===== config.mk =====
export PLATFORM = sky130hd
export DESIGN_NAME = irq_throttle_ctrl
export DESIGN_NICKNAME = d
export VERILOG_FILES = /design/src/rtl/irq_thr_pkg.sv /design/src/rtl/irq_cause_mask.sv /design/src/rtl/irq_hold_timer.sv /design/src/rtl/irq_line_gate.sv /design/src/rtl/irq_throttle_ctrl.sv
export SDC_FILE = /design/constraint.sdc
export NUM_CORES = 1
export LEC_CHECK = 0
export ABC_AREA = 1
export ABC_CLOCK_PERIOD_IN_PS = 2690
export BUFFER_PORTS_ARGS = -buffer_cell sky130_fd_sc_hd__buf_2
export CAP_MARGIN = 30
export CORE_ASPECT_RATIO = 1.75
export CORE_MARGIN = 4
export CORE_UTILIZATION = 44
export CTS_BUF_LIST = sky130_fd_sc_hd__clkbuf_8
export CTS_CLUSTER_SIZE = 28
export DETAILED_ROUTE_END_ITERATION = 7
export GPL_ROUTABILITY_DRIVEN = 0
export PLACE_DENSITY = 0.75
export RECOVER_POWER = 100
export SETUP_SLACK_MARGIN = 0.15
export SYNTH_ARGS = -nofsm -noshare
export SYNTH_HDL_FRONTEND = slang
export SYNTH_SLANG_ARGS = --single-unit

===== constraint.sdc =====
create_clock -name clk -period 2.69 [get_ports clk]
set_input_delay 0.1345 -clock clk [delete_from_list [all_inputs] [get_ports clk]]
set_output_delay 0.1345 -clock clk [all_outputs]
set_load 0.02 [all_outputs]

===== src/rtl/irq_thr_pkg.sv =====
package irq_thr_pkg;

    typedef enum logic [2:0] {
        SEL_CAUSE    = 3'd0,
        SEL_HOLDOFF  = 3'd1,
        SEL_CSET     = 3'd2,
        SEL_MSET     = 3'd3,
        SEL_MCLR     = 3'd4
    } reg_sel_e;

endpackage


===== src/rtl/irq_cause_mask.sv =====
module irq_cause_mask #(
    parameter int W = 32
) (
    input  logic         clk,
    input  logic         rst_n,
    input  logic [W-1:0] set_bits_i,
    input  logic [W-1:0] clr_bits_i,
    input  logic         rd_clr_i,
    input  logic [W-1:0] mset_bits_i,
    input  logic [W-1:0] mclr_bits_i,
    output logic [W-1:0] cause_o,
    output logic [W-1:0] mask_o,
    output logic         active_o,
    output logic         fresh_o
);

    typedef struct packed {
        logic [W-1:0] cause;
        logic [W-1:0] mask;
    } cm_state_t;

    cm_state_t st_d, st_q;
    logic [W-1:0] base_c;
    logic [W-1:0] act_before_c;
    logic [W-1:0] act_after_c;

    always_comb begin
        st_d = st_q;
        // ordering: read-clear, then clear pattern, then sets
        base_c = rd_clr_i ? '0 : st_q.cause;
        base_c = base_c & ~clr_bits_i;
        st_d.cause = base_c | set_bits_i;
        st_d.mask  = (st_q.mask | mset_bits_i) & ~mclr_bits_i;
        act_before_c = base_c & st_q.mask;
        act_after_c  = st_d.cause & st_d.mask;
        active_o = |act_after_c;
        fresh_o  = |(act_after_c & ~act_before_c);
    end

    always_ff @(posedge clk or negedge rst_n) begin
        if (!rst_n) begin
            st_q <= '0;
        end else begin
            st_q <= st_d;
        end
    end

    assign cause_o = st_q.cause;
    assign mask_o  = st_q.mask;

endmodule


===== src/rtl/irq_hold_timer.sv =====
module irq_hold_timer #(
    parameter int THR_W       = 16,
    parameter int UNIT_CYCLES = 26
) (
    input  logic             clk,
    input  logic             rst_n,
    input  logic             load_i,
    input  logic [THR_W-1:0] interval_i,
    output logic             busy_o,
    output logic             expire_o
);

    localparam int PRE_W = (UNIT_CYCLES > 1) ? $clog2(UNIT_CYCLES) : 1;
    localparam logic [PRE_W-1:0] PRE_LAST = PRE_W'(UNIT_CYCLES - 1);
    localparam logic [THR_W-1:0] IVL_ONE  = THR_W'(1);

    typedef struct packed {
        logic             running;
        logic [PRE_W-1:0] pre;
        logic [THR_W-1:0] ivl;
    } tmr_state_t;

    tmr_state_t st_d, st_q;

    always_comb begin
        st_d     = st_q;
        expire_o = st_q.running && (st_q.pre == '0) && (st_q.ivl == IVL_ONE);
        if (st_q.running) begin
            if (st_q.pre == '0) begin
                st_d.pre = PRE_LAST;
                if (st_q.ivl == IVL_ONE) begin
                    st_d.running = 1'b0;
                end else begin
                    st_d.ivl = st_q.ivl - IVL_ONE;
                end
            end else begin
                st_d.pre = st_q.pre - PRE_W'(1);
            end
        end
        if (load_i) begin
            st_d.running = 1'b1;
            st_d.pre     = PRE_LAST;
            st_d.ivl     = interval_i;
        end
    end

    always_ff @(posedge clk or negedge rst_n) begin
        if (!rst_n) begin
            st_q <= '0;
        end else begin
            st_q <= st_d;
        end
    end

    assign busy_o = st_q.running;

endmodule


===== src/rtl/irq_line_gate.sv =====
module irq_line_gate (
    input  logic clk,
    input  logic rst_n,
    input  logic fresh_i,
    input  logic active_i,
    input  logic drop_req_i,
    input  logic hold_i,
    input  logic expire_i,
    input  logic thr_nonzero_i,
    output logic irq_o,
    output logic start_o
);

    typedef struct packed {
        logic irq;
    } line_state_t;

    line_state_t st_d, st_q;
    logic raise_c;
    logic drop_c;

    always_comb begin
        st_d    = st_q;
        raise_c = !st_q.irq && ((fresh_i && !hold_i) || (expire_i && active_i));
        drop_c  = st_q.irq && drop_req_i && !active_i;
        if (raise_c) begin
            st_d.irq = 1'b1;
        end else if (drop_c) begin
            st_d.irq = 1'b0;
        end
        start_o = raise_c && !hold_i && thr_nonzero_i;
    end

    always_ff @(posedge clk or negedge rst_n) begin
        if (!rst_n) begin
            st_q <= '0;
        end else begin
            st_q <= st_d;
        end
    end

    assign irq_o = st_q.irq;

endmodule


===== src/rtl/irq_throttle_ctrl.sv =====
module irq_throttle_ctrl
    import irq_thr_pkg::*;
#(
    parameter int CAUSE_W     = 32,
    parameter int THR_W       = 16,
    parameter int UNIT_CYCLES = 26,
    parameter int THR_RESET   = 250
) (
    input  logic               clk,
    input  logic               rst_n,
    input  logic [CAUSE_W-1:0] evt_i,
    input  logic               wr_en_i,
    input  logic [2:0]         wr_sel_i,
    input  logic [CAUSE_W-1:0] wr_data_i,
    input  logic               rd_en_i,
    input  logic [2:0]         rd_sel_i,
    output logic [CAUSE_W-1:0] rd_data_o,
    output logic               irq_o
);

    typedef struct packed {
        logic [THR_W-1:0] thr;
    } top_state_t;

    top_state_t st_d, st_q;

    logic [CAUSE_W-1:0] set_bits, clr_bits, mset_bits, mclr_bits;
    logic [CAUSE_W-1:0] cause_val, mask_val;
    logic               rd_clr;
    logic               cm_active, cm_fresh;
    logic               tmr_busy, tmr_expire, tmr_start;
    logic [THR_W-1:0]   thr_val;

    always_comb begin
        set_bits  = evt_i;
        clr_bits  = '0;
        mset_bits = '0;
        mclr_bits = '0;
        st_d      = st_q;
        if (wr_en_i) begin
            case (reg_sel_e'(wr_sel_i))
                SEL_CAUSE:   clr_bits  = wr_data_i;
                SEL_HOLDOFF: st_d.thr  = wr_data_i[THR_W-1:0];
                SEL_CSET:    set_bits  = evt_i | wr_data_i;
                SEL_MSET:    mset_bits = wr_data_i;
                SEL_MCLR:    mclr_bits = wr_data_i;
                default:     ;
            endcase
        end
        rd_clr    = rd_en_i && (rd_sel_i == SEL_CAUSE);
        rd_data_o = '0;
        if (rd_en_i) begin
            case (reg_sel_e'(rd_sel_i))
                SEL_CAUSE:   rd_data_o = cause_val;
                SEL_HOLDOFF: rd_data_o = CAUSE_W'(st_q.thr);
                SEL_MSET:    rd_data_o = mask_val;
                default:     rd_data_o = '0;
            endcase
        end
    end

    always_ff @(posedge clk or negedge rst_n) begin
        if (!rst_n) begin
            st_q.thr <= THR_W'(THR_RESET);
        end else begin
            st_q <= st_d;
        end
    end

    assign thr_val = st_q.thr;

    irq_cause_mask #(.W(CAUSE_W)) u_cm (
        .clk        (clk),
        .rst_n      (rst_n),
        .set_bits_i (set_bits),
        .clr_bits_i (clr_bits),
        .rd_clr_i   (rd_clr),
        .mset_bits_i(mset_bits),
        .mclr_bits_i(mclr_bits),
        .cause_o    (cause_val),
        .mask_o     (mask_val),
        .active_o   (cm_active),
        .fresh_o    (cm_fresh)
    );

    irq_hold_timer #(.THR_W(THR_W), .UNIT_CYCLES(UNIT_CYCLES)) u_tmr (
        .clk       (clk),
        .rst_n     (rst_n),
        .load_i    (tmr_start),
        .interval_i(thr_val),
        .busy_o    (tmr_busy),
        .expire_o  (tmr_expire)
    );

    irq_line_gate u_line (
        .clk          (clk),
        .rst_n        (rst_n),
        .fresh_i      (cm_fresh),
        .active_i     (cm_active),
        .drop_req_i   (rd_clr || (clr_bits != '0)),
        .hold_i       (tmr_busy),
        .expire_i     (tmr_expire),
        .thr_nonzero_i(thr_val != '0),
        .irq_o        (irq_o),
        .start_o      (tmr_start)
    );

endmodule


* Word level (Yosys, flattened, before mapping)
Index checks and enable logic that the tools add are counted.
** Storage, ports and cells
- Logic and storage cells :: 75
- Flip-flop bits (word level) :: 103
** Operators by class
- Bitwise gates (word level) :: 11
- Mux-type cells :: 20
- Add/subtract/negate cells :: 2
- Eq/ne operators :: 8
- Reduce and logical (&&, ||, !) cells :: 27
** Operators by type and width (count)
- 2-to-1 mux 32 bit :: 10
- bitwise AND 32 bit :: 5
- inverter 32 bit :: 3
- OR 32 bit :: 3
- case mux 32 bit (3 select lines) :: 1
- OR reduction 32 bit :: 2
- 2-to-1 mux 22 bit :: 2
- 2-to-1 mux 16 bit :: 2
- nonzero test 32 bit :: 1
- == test 16 x 1 -> 1 bit (second input constant) :: 1
- nonzero test 16 bit :: 1
- subtractor 16 x 1 -> 16 bit (second input constant) :: 1
- logical AND 1 bit :: 10
- == test 3 x 2 -> 1 bit (second input constant) :: 3
- == test 3 x 1 -> 1 bit (second input constant) :: 2
- zero test 3 bit :: 2
- nonzero test 2 bit :: 3
- zero test 5 bit :: 1
- 2-to-1 mux 5 bit :: 1
- subtractor 5 x 1 -> 5 bit (second input constant) :: 1
- 2-to-1 mux 1 bit :: 4
- == test 3 bit (second input constant) :: 1
- zero test 1 bit :: 3
- AND reduction 3 bit :: 1
- 3 further kinds :: 4

* Logic depth before layout (Yosys ltp)
Gate-level depths: netlist of run 1.
- Depth after elaboration :: 16
- Gate-level depth with buffers :: 20

* By module
A second synthesis of run 1 with hierarchy kept.
** Unflattened totals
- Cells, all modules :: 1096
- Area, all modules :: 7292.0 sq um
** Modules (own cells, without submodules)
- irq_cause_mask :: instances 1, cells an instance 399, seq. area each 1601.5 sq um, area an instance 3240.6 sq um
- irq_throttle_ctrl :: instances 1, cells an instance 452, seq. area each 407.9 sq um, area an instance 2439.8 sq um
- irq_hold_timer :: instances 1, cells an instance 233, seq. area each 550.5 sq um, area an instance 1539.0 sq um
- irq_line_gate :: instances 1, cells an instance 12, seq. area each 25.0 sq um, area an instance 72.6 sq um

* Least setup slack after synthesis of run 1
Ideal clock, no wire load.
- Kind :: register to register
- Start :: reg u_tmr.st_q[1] (netlist bit)
- End :: reg u_tmr.st_q[6] (netlist bit)
- Setup time :: 0.121 ns
- Data required time :: 2.569 ns
- Stages on the path, launching flop included :: 9
- Data arrival time :: 1.903 ns
- Path slack :: 0.665 ns
- Path through :: dfrtp_1 -> inv_1 -> ha_1 -> nand4_1 -> nor4_1 -> o22ai_2 -> buf_6 -> nand2_1 -> nand2_1
** On the way
- Cells in the longest elaborated chain, start to end :: 9
- Elaborated cells on any way between the ends :: 16
** RTL lines
- start: declaration :: line irq_hold_timer.sv:23 : tmr_state_t st_d, st_q;
- start signal: assignment :: line irq_hold_timer.sv:51 : st_q <= st_d;
- branches (longest 9 deep; another with subtractor 16 x 1 -> 16 bit)
Several ways; the timed one is not identified. The select of a mux whose other input is x is not followed.
A chain may end at the register's enable or synchronous reset.

==> results of run 1 <==
[placed cells by master (no fill, tap or decap), types with 22 or more instances in the layout]
master,instances
nand2_1,299
nor2_1,105
inv_1,104
nand3_1,103
a21oi_1,97
dfrtp_1,97
buf_2,69
nand4_1,51
clkbuf_1,37
o211ai_1,25
dlygate4sd3_1,22
[power by group through the flow]
| stage | registers [mW] | logic, mW | clock network [mW] |
|---|---|---|---|
| detailed placement | 1.90 | 1.01 | 0 |
| floorplan | 1.86 | 0.689 | 0 |
| finish | 1.88 | 1.02 | 0.943 |
| global route | 1.90 | 1.15 | 1.03 |
| global placement | 1.90 | 1.00 | 0 |
| CTS | 1.87 | 1.04 | 0.952 |
[worst max path at each step]
| stage | startpoint | endpoint | depth (start not counted) |
|---|---|---|---|
| 6_report | wr_data_i[1] | u_tmr.st_q[18] | 19 |
| 4_1_cts | wr_data_i[1] | u_tmr.st_q[4] | 17 |
| 2_1_floorplan | u_tmr.st_q[1] | u_tmr.st_q[6] | 8 |
| 5_1_grt | wr_data_i[1] | u_tmr.st_q[18] | 19 |
| 3_3_place_gp | wr_sel_i[0] | u_tmr.st_q[9] | 16 |
| 3_5_place_dp | wr_sel_i[1] | u_tmr.st_q[4] | 16 |
[state kept, by name, summed over array words and instances (netlist names)]
name and count:
st_q 16, u_cm.cause_o 32, u_cm.mask_o 32, u_line.irq_o 1
u_tmr.busy_o 1, u_tmr.st_q 21
[logic make-up after synthesis]
group                      synth area share
buffers and inverters                0.0974
xor gates and xnor gates            0.00387
AOI/OAI and AO/OA                     0.129
DFF                                   0.380
and+or+nand+nor                       0.384
adders and majority gates           0.00552
[area by class of cell]
class                           instances  share of cell area
Clock inverter                          5             0.00397
Sequential cell                       103               0.328
Inverter                              110              0.0524
Timing Repair Buffer                  148               0.119
Tap cell                              183              0.0291
Clock buffer                           11              0.0192
Multi-Input combinational cell        746               0.448
[tightest hold or removal path, stage by stage]
cell	delay, ns
buf_2	0.12
nor2_1	0.10
a21oi_1	0.05
[per-stage QoR]
step	setup slack, ns	cells	instance area, µm²	hold slack [ns]
6_report	0.400	1306	7880	0.0107
5_1_grt	0.109	1306	7880	0.0121
4_1_cts	0.403	1306	7980	0.00125
3_5_place_dp	0.173	1268	7570	0.210
3_3_place_gp	0.236	1268	7570	0.206
2_1_floorplan	0.665	1005	6800	-0.161
[per-layer routing]
| metal | up-vias | routed length (µm) |
|---|---|---|
| met5 | - | 0 |
| met4 | 0 | 1100 |
| met1 | 3399 | 7640 |
| met2 | 338 | 11600 |
| li1 | 3562 | - |
| met3 | 75 | 1360 |
[repair_timing]
action | 4_1_cts | 5_1_grt
endpoints found under the setup margin | 0 | 2
setup buffers | 0 | 0
gates resized for setup | 0 | 1
hold buffers | 22 | 0
endpoints found under the hold margin | 62 | 0
==> impl_metrics.tcl, run 1 <==
set metrics [dict create \
    run_status "complete, no violations" \
    clkPwrFrac 0.245 \
    pwr-share-comb 0.266 \
    cts_buffers 9 \
    die_h_um 172 \
    fin_tns_setup_ns 0 \
    worst_ep_arrival_time_ns 2.60 \
    multi_input_area_mm2 0.00353 \
    final_util 0.526 \
    vias_per_cell 5.65 \
    yosysTopAreaCell "dfrtp_1" \
    synth_area_leaders "dfrtp_1 (36%), nand2_1 (16%), nand3_1 (7.7%), a21oi_1 (6.7%), inv_1 (5.7%)" \
    grt_pass1_wl_um 35000 \
    vias 7374 \
    crit_top_cell "nand2_1" \
    post_synth.cell_area_avg_um2 6.76 \
    slew_viol_final 0 \
    drive_gt1_frac 0.120 \
    cp.required_ns 3.00 \
    endpoint_kind "register" \
    max_cap_violations 0 \
    antenna_found_initial 0 \
    r2r_end "u_tmr.st_q[13]" \
    place_hpwl_um 15500 \
    synth_seq_cells 103 \
    first_pass_iters 5 \
    drt-initial-drc-count 622 \
    cts_root_buffer "clkbuf_8" \
    internal_power_mw 2.49 \
    finClkSkew_ns 0.00977 \
    synth_edf_count 0 \
    yosysWarnings 0 \
    use_met1 0.276 \
    syn_nets 1082 \
    clkSinkCount 103 \
    wl_per_cell_um 16.6 \
    async_flop_share 1.00 \
    max_stage_delay_ns 0.52 \
    cts_tree "built" \
    peakVddDrop_mv 0.296 \
    critPathBufInv 5 \
    clock_latency_ns 0.38 \
    nNetsFinal 1195 \
    worstSetupPathType "primary input to register" \
    drt-total-wl_um 21700 \
    start_kind "primary input" \
    synth_area_mm2 0.00680 \
    r2r_cells 12 \
    core_area_mm2 0.0150 \
    seqCellArea_mm2 0.00258 \
    rsz0062_at_grt "false" \
    ios 107 \
    crit_chain "dlygate4sd3_1 > clkbuf_1 > nand2_1 > inv_1 > nand2_1 > nand3_1 > nand2_1 > nand3_1 > nand2_1 > nor2_1 > nand2_1 > nor2_1 > nand2_2 > nand3_2 > inv_1 > nand2_1 > buf_12 > nand2_1 > o21ai_0" \
    grt.total_usage 0.253 \
    busiest_layer "met2" \
    fin_crit_ns 2.29 \
    r2r-start "u_tmr.st_q[6]" \
    r2r_setup_slack_ns 0.53 \
    whs_path_depth 3 \
    grt_max_degree 66 \
    critPathSlowestCell "dlygate4sd3_1" \
    worstPathMaxFanout 21 \
    power_mw 3.84 \
    p_leak_nw 3.87 \
    h-tree-depth 3 \
    yosysMostFrequentCell "nand2_1" \
    nFillCells 1541 \
    synth.distinct_cells 33 \
    diodes 0 \
    grtUsageMet3 0.0291 \
    drcViolationCount 0 \
    ys_top_cells_by_count "nand2_1 (298), nand3_1 (104), inv_1 (103), nor2_1 (103), dfrtp_1 (97)" \
    p_seq_frac 0.488 \
    p_sw_mw 1.35 \
    synth_top_area_frac 0.357 \
    placement.io_buffers 106 \
    worstMarginPinSlew_ns 1.29 \
    start_util 0.453 \
    seq_area_frac_synth 0.380 \
    min_path_type "primary input to register" \
    clk_pin_slew_ns 0.10 \
    met2_usage 0.459 \
    synthCells 1005 \
    finalCritPeriodShare 0.851 \
    cts_buffer_depth 2 \
    area_delta_synth_final_pct 15.9 \
    power_density_mw_per_mm2 488 \
    ant_nets 0 \
    hold_violations 0 \
    swShare 0.351 \
    dieArea_mm2 0.0176 \
    synth_flop_cell "dfrtp_1" \
    crit_family "simple AND/OR/NAND/NOR gates" \
    grt_overflow_total 0 \
    grt_pass1_vias 7333 \
    relSlewSlack 0.141 \
    holdPathEnd "st_q[7]" \
    setup_viol 0 \
    fmax_mhz 437 \
    worstHoldStart "wr_data_i[7]" \
    die_x_um 102 \
    row_count 59 \
]
Note: power is estimated with default switching activity, not from simulation.
==> run 2, diff against run 1 <==
--- a/config.mk
+++ b/config.mk
@@ -18,6 +18,7 @@
 export GPL_ROUTABILITY_DRIVEN = 0
 export PLACE_DENSITY = 0.75
 export RECOVER_POWER = 100
+export REMOVE_ABC_BUFFERS = 1
 export SETUP_SLACK_MARGIN = 0.15
 export SYNTH_ARGS = -nofsm -noshare
 export SYNTH_HDL_FRONTEND = slang
==> run 2 against run 1 <==
Against the previous run: clock power rose by 24%; register-to-register slack got worse by 0.13 ns; critical path depth down 6; worst hold slack improved by 0.00096 ns; cell area is 0.84% higher; global-route usage increased by 1.1 points; first-iteration DRC count grew 15%; flip-flop and latch count unchanged; critical endpoint is now u_tmr.st_q[15]; largest cell class unchanged; largest power group unchanged.
==> impl_metrics.tcl, run 2 (synthesis results as in run 1) <==
set metrics [dict create \
    slew_viol_final 0 \
    place_hpwl_um 16200 \
    setup_viol 0 \
    ios 107 \
    fmax_mhz 436 \
    cp.required_ns 3.01 \
    worstMarginPinSlew_ns 1.41 \
    ant_nets 0 \
    area_delta_synth_final_pct 16.9 \
    final_common_cell "nand2_1" \
    endpoint_kind "register" \
    clock_latency_ns 0.38 \
    clk_pin_slew_ns 0.11 \
    crit_family "simple AND/OR/NAND/NOR gates" \
    critPathSlowestCell "dfrtp_1" \
    row_count 59 \
    clkSinkCount 103 \
    cts_buffers 9 \
    met2_usage 0.473 \
    dieArea_mm2 0.0176 \
    vias 7494 \
    drt-total-wl_um 22700 \
    run_status "complete, no violations" \
    die_x_um 102 \
    grt.total_usage 0.264 \
    worst_ep_arrival_time_ns 2.61 \
    start_kind "register" \
    grt_pass1_vias 7629 \
    drive_gt1_frac 0.117 \
    peakVddDrop_mv 0.284 \
    busiest_layer "met2" \
    worstSetupPathType "register to register" \
    min_path_type "primary input to register" \
    grt_max_degree 50 \
    wl_per_cell_um 17.3 \
    hold_violations 0 \
    first_pass_iters 5 \
    grt_pass1_wl_um 36200 \
    drcViolationCount 0 \
    power_mw 4.09 \
    layout_common_cells "nand2_1 (298), nand3_1 (111), inv_1 (106), nor2_1 (103)" \
    grtUsageMet3 0.0275 \
    nNetsFinal 1202 \
    die_h_um 172 \
    antenna_found_initial 0 \
    core_area_mm2 0.0150 \
    use_met1 0.278 \
    relSlewSlack 0.0574 \
    rsz0062_at_grt "false" \
    start_util 0.453 \
    vias_per_cell 5.71 \
    final_util 0.530 \
    finClkSkew_ns 0.0155 \
    p_leak_nw 3.92 \
    power_density_mw_per_mm2 515 \
    h-tree-depth 3 \
    worstPathMaxFanout 5 \
    drt-initial-drc-count 716 \
    place_inst 1273 \
    placement.io_buffers 106 \
    grt_overflow_total 0 \
    fin_cells 1313 \
    nFillCells 1511 \
    critPathBufInv 3 \
    fin_crit_ns 2.29 \
    diodes 0 \
    crit_chain "nor2_1 > inv_1 > nor2_1 > inv_1 > nor2_1 > inv_1 > nor2_1 > nand3_1 > nand2_1 > nand3_1 > nand2_1 > nand2_1 > nand2_1" \
    fin_tns_setup_ns 0 \
    cts_tree "built" \
    cts_root_buffer "clkbuf_8" \
    finalCritPeriodShare 0.853 \
    max_cap_violations 0 \
    cts_buffer_depth 2 \
    max_stage_delay_ns 0.44 \
]
run 2: metrics by stage:
stage	cell area [µm²]	hold slack [ns]	worst slack [ns]
floorplan	6550	-0.161	-0.350
global placement	7600	0.209	0.352
detailed placement	7600	0.211	0.321
CTS	8080	0.00164	0.471
global route	7940	0.0252	0.233
finish	7940	0.0117	0.396
run 2: layout make-up:
| type | count | area, µm² | share of cell area |
|---|---|---|---|
| multi-input combinational | 746 | 3490 | 0.440 |
| sequential | 103 | 2580 | 0.325 |
| timing repair buffer | 155 | 986 | 0.124 |
| inverter | 110 | 413 | 0.0520 |
| tap | 183 | 229 | 0.0288 |
| clock buffer | 9 | 124 | 0.0156 |
| clock inverter | 7 | 114 | 0.0143 |
run 2: routing by layer:
layer	wire, µm	share of wire
met5	0	0
met4	1670	0.073
met3	1330	0.058
met2	11500	0.51
met1	8230	0.36
run 2: worst min-delay path, cell delays in order:
cell	delay [ns]
buf_2	0.09
a21oi_1	0.04
nand2_1	0.08
run 2: path summary, 6_finish.rpt:
check / startpoint / slack [ns] / cells past startpoint / endpoint
worst max-delay path: u_tmr.st_q[6] / 0.40 / 13 / u_tmr.st_q[15]
worst min-delay path: evt_i[6] / 0.01 / 3 / u_cm.cause_o[6]
worst max register to register: u_tmr.st_q[6] / 0.40 / 13 / u_tmr.st_q[15]
worst min register to register: st_q[4] / 0.50 / 2 / st_q[4]
max in group asynchronous: rst_n / 0.61 / 3 / st_q[10]
min in group asynchronous: rst_n / 0.57 / 2 / u_cm.mask_o[28]
run 2: power breakdown:
| part | switching [mW] | internal, mW |
|---|---|---|
| combinational | 0.663 | 0.375 |
| sequential | 0.144 | 1.74 |
| clock | 0.557 | 0.616 |
run 2: what timing repair did:
action | in CTS | in global routing
endpoints found under the setup margin | 0 | 0
hold endpoints to repair | 67 | 0
gates resized for setup | 0 | 0
hold buffers | 24 | 0
buffers inserted | 0 | 0
==> run 3, diff against run 2 <==
--- a/config.mk
+++ b/config.mk
@@ -6,17 +6,17 @@
 export NUM_CORES = 1
 export LEC_CHECK = 0
 export ABC_AREA = 1
-export ABC_CLOCK_PERIOD_IN_PS = 2690
+export ABC_CLOCK_PERIOD_IN_PS = 2800
 export BUFFER_PORTS_ARGS = -buffer_cell sky130_fd_sc_hd__buf_2
 export CAP_MARGIN = 30
 export CORE_ASPECT_RATIO = 1.75
 export CORE_MARGIN = 4
-export CORE_UTILIZATION = 44
+export CORE_UTILIZATION = 25
 export CTS_BUF_LIST = sky130_fd_sc_hd__clkbuf_8
 export CTS_CLUSTER_SIZE = 28
 export DETAILED_ROUTE_END_ITERATION = 7
 export GPL_ROUTABILITY_DRIVEN = 0
-export PLACE_DENSITY = 0.75
+export PLACE_DENSITY = 0.52
 export RECOVER_POWER = 100
 export REMOVE_ABC_BUFFERS = 1
 export SETUP_SLACK_MARGIN = 0.15
==> constraint.sdc (replaced) <==
create_clock -name clk -period 2.8 [get_ports clk]
set_input_delay 0.14 -clock clk [delete_from_list [all_inputs] [get_ports clk]]
set_output_delay 0.14 -clock clk [all_outputs]
set_load 0.02 [all_outputs]
==> run 3 against run 2 <==
Against the previous run: the flow now finishes with violations (max-capacitance violations, max-slew violations); highest routed layer unchanged; cell area is 2.3% higher; largest cell class unchanged; clock power shrank 17%; worst hold slack better by 0.0076 ns; combinational power barely moved.
==> impl_metrics.tcl, run 3 (synthesis results as in run 1) <==
set metrics [dict create \
    run_status "finished with violations" \
    violations "max-capacitance violations, max-slew violations" \
    worst_ep_arrival_time_ns 2.64 \
    die_x_um 133 \
    multi_input_area_mm2 0.00352 \
    grt_overflow_total 0 \
    grt_pass1_wl_um 39900 \
    clkSinkCount 103 \
    drcViolationCount 0 \
    drive_gt1_frac 0.122 \
    fin_crit_ns 2.36 \
    p_leak_nw 3.91 \
    fmax_mhz 425 \
    final_common_cell "nand2_1" \
    start_kind "primary input" \
    ios 107 \
    grt_max_degree 66 \
    design_area_mm2 0.00813 \
    antenna_found_initial 0 \
    endpoint_kind "register" \
    area_delta_synth_final_pct 19.6 \
    peakVddDrop_mv 0.220 \
    drt-total-wl_um 25800 \
    worstSetupPathType "primary input to register" \
    min_path_type "primary input to register" \
    cts_root_buffer "clkbuf_8" \
    wl_per_cell_um 17.7 \
    h-tree-depth 3 \
    cts.repair.resized 0 \
    crit_family "simple AND/OR/NAND/NOR gates" \
    cp.required_ns 3.08 \
    vias 7255 \
    r2r_setup_slack_ns 0.58 \
    place_hpwl_um 19200 \
    hold_violations 0 \
    start_util 0.255 \
    critPathBufInv 5 \
    max_stage_delay_ns 0.53 \
    place_area_mm2 0.00778 \
    grt_pass1_vias 7318 \
    die_h_um 226 \
    diodes 0 \
    setup_viol 0 \
    max_cap_violations 1 \
    rsz0062_at_grt "false" \
    clock_latency_ns 0.40 \
    worstMarginPinSlew_ns 1.57 \
    first_pass_iters 5 \
    core_area_mm2 0.0267 \
    timing.hold.ws_ns 0.0193 \
    cts_buffers 9 \
    worstPathMaxFanout 21 \
    seqCellArea_mm2 0.00258 \
    finalCritPeriodShare 0.841 \
    drt-initial-drc-count 389 \
    cts_tree "built" \
    crit_chain "buf_2 > inv_1 > nand2_1 > nor2_2 > buf_4 > a21oi_1 > nand2_1 > nand3_1 > nand2_1 > nor2_1 > nand2_1 > nor2_1 > nand2_2 > nand3_2 > inv_1 > nand2_1 > buf_12 > o211ai_1 > nand2_1" \
    nFillCells 3028 \
    cts_buffer_depth 2 \
    clk_pin_slew_ns 0.11 \
    relSlewSlack -0.0493 \
    critPathSlowestCell "nor2_2" \
    slew_viol_final 60 \
    vias_per_cell 4.97 \
    power_mw 3.79 \
    finClkSkew_ns 0.0149 \
    crit_top_cell "nand2_1" \
    grt.total_usage 0.171 \
    placement.io_buffers 106 \
    power_density_mw_per_mm2 467 \
    layout_common_cells "nand2_1 (299), nand3_1 (106), inv_1 (105), nor2_1 (103), dfrtp_1 (97)" \
    row_count 79 \
    ant_nets 0 \
    post-place-ws_ns 0.100 \
    setup_slack_ns 0.445 \
    dieArea_mm2 0.0300 \
    nNetsFinal 1209 \
]
-- run 3: what timing repair did --
item,4_1_cts,5_1_grt
endpoints found under the hold margin,122,1
hold buffers,26,1
buffers inserted,0,0
-- run 3: layout make-up --
type | instances | share of cell area
Clock buffer | 10 | 0.0169
Clock inverter | 6 | 0.00616
Inverter | 110 | 0.0508
Multi-Input combinational cell | 746 | 0.433
Sequential cell | 103 | 0.318
Tap cell | 324 | 0.0499
Timing Repair Buffer | 162 | 0.125
-- run 3: worst reg2reg max path, cell delays in order, from the launching register on --
cell     delay (ns)
dfrtp_1        0.37
inv_1          0.11
ha_1           0.20
nand3_1        0.10
nor2_1         0.34
nand2_1        0.39
o22ai_2        0.27
buf_4          0.24
nand2_1        0.08
nand2_1        0.05
-- run 3: layer usage --
layer  track usage  part of all wire  vias to the layer above
met5             0                 0                        -
met4        0.0953             0.050                        0
met3        0.0205             0.041                       63
met2         0.322              0.54                      220
met1         0.185              0.37                     3391
li1              -                 -                     3581
-- run 3: metrics by stage --
step	std cells	TNS (ns)	util
floorplan	959	-5.15	-
global placement	1418	0	0.292
detailed placement	1418	0	0.292
CTS	1460	0	0.308
global route	1461	0	0.305
finish	1461	0	0.305
-- run 3: worst paths after layout --
path	to	startpoint	cells past startpoint
max	u_tmr.st_q[5]	wr_sel_i[2]	19
min	u_cm.cause_o[1]	evt_i[1]	3
max reg2reg	u_tmr.st_q[10]	u_tmr.st_q[16]	9
min reg2reg	st_q[5]	st_q[5]	2
max in group asynchronous	u_tmr.st_q[11]	rst_n	3
min in group asynchronous	u_cm.mask_o[28]	rst_n	3
-- run 3: power by group --
part           switching (mW)  total [mW]  internal, mW
clock network           0.607       0.970         0.363
logic                   0.664        1.02         0.359
registers               0.132        1.80          1.67
